`src/rtl/ctick_irq.sv`:
```
module ctick_irq #(
  parameter int CNT_W  = 15,
  parameter int TAP_HI = 9,
  parameter int TAP_MH = 11,
  parameter int TAP_ML = 13,
  parameter int TAP_LO = 14,
  parameter int ADDR_W = 4
) (
  input  logic              clk,
  input  logic              rst,
  input  logic [ADDR_W-1:0] addr,
  input  logic              wr_en,
  input  logic [7:0]        wdata,
  output logic [7:0]        rdata,
  output logic              irq
);

  localparam logic [ADDR_W-1:0] MASK_OFS = ADDR_W'(2);
  localparam logic [ADDR_W-1:0] FLAG_OFS = ADDR_W'(3);

  logic [CNT_W-1:0] cnt;
  logic [3:0] tap_now, tap_q, fall, mask, flag, clr;
  logic wr_mask, wr_flag;

  assign tap_now = {cnt[TAP_HI], cnt[TAP_MH], cnt[TAP_ML], cnt[TAP_LO]};
  assign fall    = tap_q & ~tap_now;
  assign wr_mask = wr_en && addr == MASK_OFS;
  assign wr_flag = wr_en && addr == FLAG_OFS;
  assign clr     = wr_flag ? wdata[3:0] : 4'b0;

  always_ff @(posedge clk) begin
    if (rst) begin
      cnt   <= '0;
      tap_q <= '0;
      mask  <= '0;
      flag  <= '0;
    end else begin
      cnt   <= cnt + 1'b1;
      tap_q <= tap_now;
      flag  <= (flag & ~clr) | (fall & mask);
      if (wr_mask) mask <= wdata[3:0];
    end
  end

  assign rdata = (addr == MASK_OFS) ? {4'b0, mask} :
                 (addr == FLAG_OFS) ? {4'b0, flag} : 8'h00;
  assign irq   = |flag;

  AST_RESET_CLEARS: assert property (@(posedge clk)
    $past(rst) |-> (mask == 4'b0 && flag == 4'b0 && !irq));

  AST_CNT_STEP: assert property (@(posedge clk) disable iff (rst)
    !$past(rst) |-> cnt == $past(cnt) + 1'b1);

  AST_IRQ_DROP: assert property (@(posedge clk) disable iff (rst)
    $fell(irq) |-> ($past(rst) || $past(wr_flag)));

  for (genvar i = 0; i < 4; i++) begin : g_chk
    AST_RISE_ON_FALL: assert property (@(posedge clk) disable iff (rst)
      $rose(flag[i]) |-> $past(fall[i] && mask[i]));

    AST_FLAG_HOLD: assert property (@(posedge clk) disable iff (rst)
      (flag[i] && !(wr_flag && wdata[i])) |=> flag[i]);
  end

endmodule

```
`config.mk`:
```
export PLATFORM = sky130hd
export DESIGN_NAME = ctick_irq
export DESIGN_NICKNAME = d
export VERILOG_FILES = /design/src/rtl/ctick_irq.sv
export SDC_FILE = /design/constraint.sdc
export NUM_CORES = 1
export LEC_CHECK = 0
export BUFFER_PORTS_ARGS = -buffer_cell sky130_fd_sc_hd__buf_2
export CAP_MARGIN = 20
export CORE_MARGIN = 5
export CORE_UTILIZATION = 56
export DETAILED_ROUTE_END_ITERATION = 10
export PLACE_DENSITY = 0.86
export RECOVER_POWER = 50
export REMOVE_ABC_BUFFERS = 1
export SETUP_SLACK_MARGIN = 0.15
export SLEW_MARGIN = 20
export SYNTH_ARGS = -nofsm -noshare
export SYNTH_HDL_FRONTEND = slang
export SYNTH_SLANG_ARGS = --single-unit
```
`constraint.sdc`:
```
create_clock -name clk -period 3.65 [get_ports clk]
set_clock_uncertainty 0.15 [all_clocks]
set_input_delay 0.5475 -clock clk [delete_from_list [all_inputs] [get_ports clk]]
set_output_delay 0.5475 -clock clk [all_outputs]
set_load 0.05 [all_outputs]
```
==> results.ini, run 1 <==
[global_route]
groute.usage.overall_pct=13.21
wire_length_of_the_first_global_routing_pass_um=3422
grt_pass1_vias=892
grt_remaining_overflow=0
antenna_found_initial=0
grt_max_degree=28

[worst_setup_path]
total_buffers_and_inverters_traversed_by_the_critical_path=2
timing.rr.end=cnt[14]$_SDFF_PP0_
worst_ep_required_time_ps=2950
worstPathCellList=buf_2, or3b_1, nor2_1, buf_2
cp_max_delay_cell=sky130_fd_sc_hd__or3b_1
arrival_ps=1540
worst-r2r-cell-count=5
critical_path.max_fanout=5
critPathCapture=rdata[3]
reg2reg_slack_ps=1870
critical_path.startpoint=addr[3]
critical_path_start_type=input pin
critical-path-max-stage-delay_ps=480
r2r_start=cnt[0]$_SDFF_PP0_
critical_path.endpoint_type=output pin
worstSetupPathType=input pin to output pin
total_number_of_cells_along_the_worst_setup_path=4
timing.critical_path.mode_cell=sky130_fd_sc_hd__buf_2
cpLargestDelayFamily=simple AND/OR/NAND/NOR gates

[floorplanning]
fp-row-count=16
fp.dieH_um=55.90
io_pins=24
core_region_area_mm2=0.001982
effective_utilization_at_floorplan_pct=59.53
die_width_um=55.90
floorplan.die_area_mm2=0.003125

[final_layout]
finalNetCount=162
post_route_cells_drive_above_1_share_pct=13.79
area_growth_syn_to_layout_pct=7.741
post-route-cell-area_mm2=0.001271
diodes=0

[yosys]
synth.yosys.warnings=0
synthTopCellsByArea=sky130_fd_sc_hd__dfxtp_1, sky130_fd_sc_hd__nor2_1, sky130_fd_sc_hd__xnor2_1
post-synth-top-area-cell=sky130_fd_sc_hd__dfxtp_1
netlist_instances=132
synth_top_area_share_pct=45.81
post_synthesis_sequential_area_ratio_pct=45.81
ys_seq_elements=27
synth.cell_area_mm2=0.001180
synthesis.area_per_instance_um2=8.939
synth_cell_types=28

[drt]
detail_route.drc_violations=0
num_vias=915
drt-vias-per-instance=5.320
drt.antenna.violating_nets=0
met3_wirelength_um=140
routed.top_layer=met4
met2WireLength_um=951
detail_route.wirelength.met1_um=752
drt_first_iter_violations=13
dr_wl_cell_um=11.01
drt_pre_antenna_iters=5
aggregate_routed_wire_length_um=1893

[placement]
dpl_worst_slack_ps=1419
place_congestion=0.7783
placedInstanceArea_mm2=0.001242
numPortBuffers=15
place.detailed.hpwl_um=1462

[pwr]
power.leakage_nw=0.4753
p_sw_share_pct=23.74
power.share.sequential_pct=65.7
power_frac_comb_pct=6.8
power_density_mw_per_mm2=360.7
max-vdd-ir-drop_uv=243.1
finalPower_mw=0.4586
power.share.clock_pct=27.5
net-switching-power_mw=0.1089
internal_power_mw=0.3497

[sta]
fin_tns_setup_ps=0
worst_pin_slew_ps=1035
max_freq_ghz=0.4470
rsz0062_at_grt=false
period_needed_ps=2237
final-max-slew-violation-count=0
finalSetupViolCount=0
final_critical_path_setup_slack_ps=1413
fin_crit_sh_pct=61.28
slew_headroom_pct=31.01
timing.final.hold_violations=0

[hold_path]
hold_class=flip-flop to flip-flop

[clocking]
clkSinkCount=27
tritoncts.num_buffers=3
cts_tree=built
clock_insertion_delay_worst_skew_ps=330
postCtsResizedCells=0
cts_setup_buffers=0
cts-root-buf=sky130_fd_sc_hd__clkbuf_4
cts_hold_repair.buffers=0
cts.htree.levels=1
clk_slew_on_worst_s_h_paths_ps=140
max-clock-path-buffers=2

[run_status]
result_of_the_run=complete, no violations

[job]
drv_cap=0

[final cells by class]
type                    count  area (um^2)
flip-flops and latches     27        540.5
fillers                   174        710.7
repair buffers             15        73.82
clock inverters             1        7.507
inverters                   7        26.28
multi-input cells          92        566.8
clock buffers               3        22.52
well taps                  27        33.78
[registers in the layout, indices dropped and copies added (netlist names)]
register  count
mask          4
cnt          15
tap_q         4
flag          4
[routing by layer]
metal  up-vias  global-route usage, %
met5         -                      0
met4         0                  6.102
met3         7                  4.408
met2        34                  24.16
met1       420                  13.42
li1        454                      -
[power by group through the flow]
stage	logic, mW	clock network (mW)	registers [mW]
after global placement	0.0300	0	0.308
final	0.0310	0.126	0.301
after floorplan	0.0182	0	0.307
after CTS	0.0314	0.131	0.301
after detailed placement	0.0313	0	0.308
after global routing	0.0344	0.147	0.302
[kinds of logic after synthesis]
group	count (synthesis)	share of synthesized area, %
AOI/OAI and AO/OA	10	4.241
xor gates and xnor gates	11	8.165
adders and majority gates	1	1.060
buffers and inverters	16	7.105
DFF	27	45.81
muxes	9	7.741
other	1	0.3178
and+or+nand+nor	57	25.56
[cell usage after synthesis, drive strengths merged]
library cell  count
dfxtp            27
inv               7
nor3b             2
nor4              1
nor2             24
mux2              1
nor3              5
nor2b             5
nand4             5
a21oi             5
xor2              1
xnor2            10
and3              2
nand3b            4
or3b              1
or4               1
clkbuf            3
o21ai             5
nand3             3
nand2             3
mux2i             8
ha                1
buf               6
or3               1
conb              1
[through the flow]
step	hold WS (ps)	utilization, %	std cells
after floorplan	280.0	-	126
after global placement	294.2	62.69	168
after detailed placement	308.8	62.69	168
after CTS	317.3	64.20	172
after global routing	335.1	64.14	172
final	303.3	64.14	172
[cells in the final DEF (no fill, tap or decap), drive strengths merged, types with 2 or more instances in the layout]
cell type / synthesis / routed
o21ai: 5 / 5
mux2i: 8 / 8
conb: 1 / 4
dfxtp: 27 / 27
nand3b: 4 / 4
nand2: 3 / 3
xnor2: 10 / 10
nand4: 5 / 5
nand3: 3 / 3
inv: 7 / 7
and3: 2 / 2
buf: 6 / 14
clkbuf: 3 / 4
nor2b: 5 / 5
nor3b: 2 / 2
a21oi: 5 / 5
nor3: 5 / 5
nor2: 24 / 24
[worst min-delay path by stage]
stage | from | end | slack [ps] | cells past startpoint
CTS | tap_q[3]$_SDFF_PP0_ | flag[3]$_SDFF_PP0_ | 320 | 2
finish | tap_q[3]$_SDFF_PP0_ | flag[3]$_SDFF_PP0_ | 300 | 2
global route | wdata[3] | mask[3]$_SDFFE_PP0P_ | 340 | 3
floorplan | cnt[0]$_SDFF_PP0_ | cnt[0]$_SDFF_PP0_ | 280 | 1
detailed placement | tap_q[0]$_SDFF_PP0_ | flag[0]$_SDFF_PP0_ | 310 | 2
global placement | tap_q[0]$_SDFF_PP0_ | flag[0]$_SDFF_PP0_ | 290 | 2
[worst register-to-register path, stage by stage (launching register included)]
cell and delay [ps]:
sky130_fd_sc_hd__dfxtp_1 400, sky130_fd_sc_hd__ha_1 220, sky130_fd_sc_hd__nand4_1 230, sky130_fd_sc_hd__nor4_1 430, sky130_fd_sc_hd__xnor2_1 170, sky130_fd_sc_hd__nor2_1 50
(Power assumes the default switching activity.)
==> run 2: changes to the inputs <==
- CORE_UTILIZATION: 56 -> 52
- PLACE_DENSITY: 0.86 -> 0.81
- clock period: 3.65 -> 2.33 ns (I/O delays scaled with it)
==> results.ini, run 2 (synthesis results as in run 1) <==
[pwr]
max-vdd-ir-drop_uv=399.9
power.share.sequential_pct=66.7
power.leakage_nw=0.4704
net-switching-power_mw=0.1600
p_sw_share_pct=22.59
finalPower_mw=0.7083
power_density_mw_per_mm2=563.3
power_frac_comb_pct=6.7
internal_power_mw=0.5484
power.share.clock_pct=26.7

[worst_setup_path]
worstPathCellList=or4_1, buf_2
worstSetupPathType=flip-flop to output pin
critical-path-max-stage-delay_ps=500
critical_path.endpoint_type=output pin
worst_ep_required_time_ps=1830
arrival_ps=1380
critical_path_start_type=flip-flop
critical_path.max_fanout=3
cp_max_delay_cell=sky130_fd_sc_hd__or4_1

[floorplanning]
fp-row-count=17
effective_utilization_at_floorplan_pct=53.85
fp.dieH_um=57.64
core_region_area_mm2=0.002191
die_width_um=57.64
io_pins=24
floorplan.die_area_mm2=0.003322

[global_route]
wire_length_of_the_first_global_routing_pass_um=3339
groute.usage.overall_pct=12.76
grt_remaining_overflow=0
grt_pass1_vias=828
grt_max_degree=28
antenna_found_initial=0

[drt]
dr_wl_cell_um=10.97
drt.antenna.violating_nets=0
detail_route.drc_violations=0
aggregate_routed_wire_length_um=1898
drt-vias-per-instance=4.994
drt_pre_antenna_iters=4
num_vias=864
drt_first_iter_violations=11

[final_layout]
most_common_library_cell_in_the_layout_ignoring_fill_and_taps=sky130_fd_sc_hd__dfxtp_1
fill_cells=206
layout_common_cells=sky130_fd_sc_hd__dfxtp_1, sky130_fd_sc_hd__nor2_1, sky130_fd_sc_hd__buf_2, sky130_fd_sc_hd__xnor2_1, sky130_fd_sc_hd__mux2i_1
largest-register=cnt
finalNetCount=162
post_route_cells_drive_above_1_share_pct=12.41
multiInputGateArea_um2=555.5
largest_register_ff_count=15
seq_area_um2=540.5
diodes=0
area_growth_syn_to_layout_pct=6.575

[sta]
timing.final.hold_violations=0
max_freq_ghz=0.5330
fin_tns_setup_ps=0
finalSetupViolCount=0
rsz0062_at_grt=false
final-max-slew-violation-count=0
worst_pin_slew_ps=1072
period_needed_ps=1876
slew_headroom_pct=28.56
fin_crit_sh_pct=80.52

[clocking]
cts_hold_repair.buffers=0
tritoncts.num_buffers=3
cts_tree=built
postCtsResizedCells=0
clkSinkCount=27
max-clock-path-buffers=2
cts_setup_buffers=0
clock_insertion_delay_worst_skew_ps=310
cts.htree.levels=1
cts-root-buf=sky130_fd_sc_hd__clkbuf_4
clk_slew_on_worst_s_h_paths_ps=130

[job]
drv_cap=0

[placement]
place_congestion=0.8241
numPortBuffers=15
place.detailed.hpwl_um=1432

[run_status]
result_of_the_run=complete, no violations

[hold_path]
hold_class=input pin to flip-flop

## run 2: cell count changes in the layout (fill, tap and decap cells not counted)
cell,previous run,this run
sky130_fd_sc_hd__nor3b_4,1,0
sky130_fd_sc_hd__clkbuf_1,1,2
sky130_fd_sc_hd__clkinvlp_4,1,0
sky130_fd_sc_hd__nor3b_1,1,2
## run 2: critical path: cells and delay by family, from the launching register on
family	cells	cell delay, ps
flip-flops	1	340
AND/OR/NAND/NOR	1	500
buffers and inverters	1	220
## run 2: per-layer routing
metal | track usage, % | up-vias | routed length, um
met5 | 0 | - | 0
met4 | 5.960 | 0 | 35
met3 | 3.118 | 5 | 139
met2 | 23.55 | 19 | 934
met1 | 13.44 | 383 | 789
li1 | - | 457 | -
## run 2: layout make-up
type | count | area share, %
multi-input cells | 92 | 44.18
flip-flops and latches | 27 | 42.98
repair buffers | 15 | 5.871
well taps | 28 | 2.786
clock buffers | 4 | 2.090
inverters | 7 | 2.090
## run 2: path summary, 6_finish.rpt
path                                          start              endpoint  slack (ps)  cells past startpoint
worst max register to register    cnt[0]$_SDFF_PP0_    cnt[14]$_SDFF_PP0_         550                      5
worst max-delay path             flag[2]$_SDFF_PP0_                   irq         450                      2
worst min-delay path                       wdata[3]  mask[3]$_SDFFE_PP0P_         130                      3
worst min register to register  tap_q[0]$_SDFF_PP0_    flag[0]$_SDFF_PP0_         320                      2
## run 2: power groups by stage
| stage | Sequential [mW] | Clock, mW | Combinational [mW] |
|---|---|---|---|
| after global routing | 0.473 | 0.222 | 0.0529 |
| after detailed placement | 0.482 | 0 | 0.0492 |
| after floorplan | 0.481 | 0 | 0.0285 |
| final | 0.472 | 0.189 | 0.0472 |
| after CTS | 0.472 | 0.200 | 0.0495 |
| after global placement | 0.482 | 0 | 0.0471 |
## run 2: stage by stage
step                      hold WS, ps  instances  util [%]  worst slack (ps)  cell area, um^2
after floorplan                 266.2        126         -             322.9             1134
after global placement          294.4        169     56.77             471.7             1244
after detailed placement        303.3        169     56.77             454.8             1244
after CTS                       123.7        173     57.97             436.3             1270
after global routing            130.3        173     57.40             377.8             1257
final                           133.6        173     57.40             453.8             1257
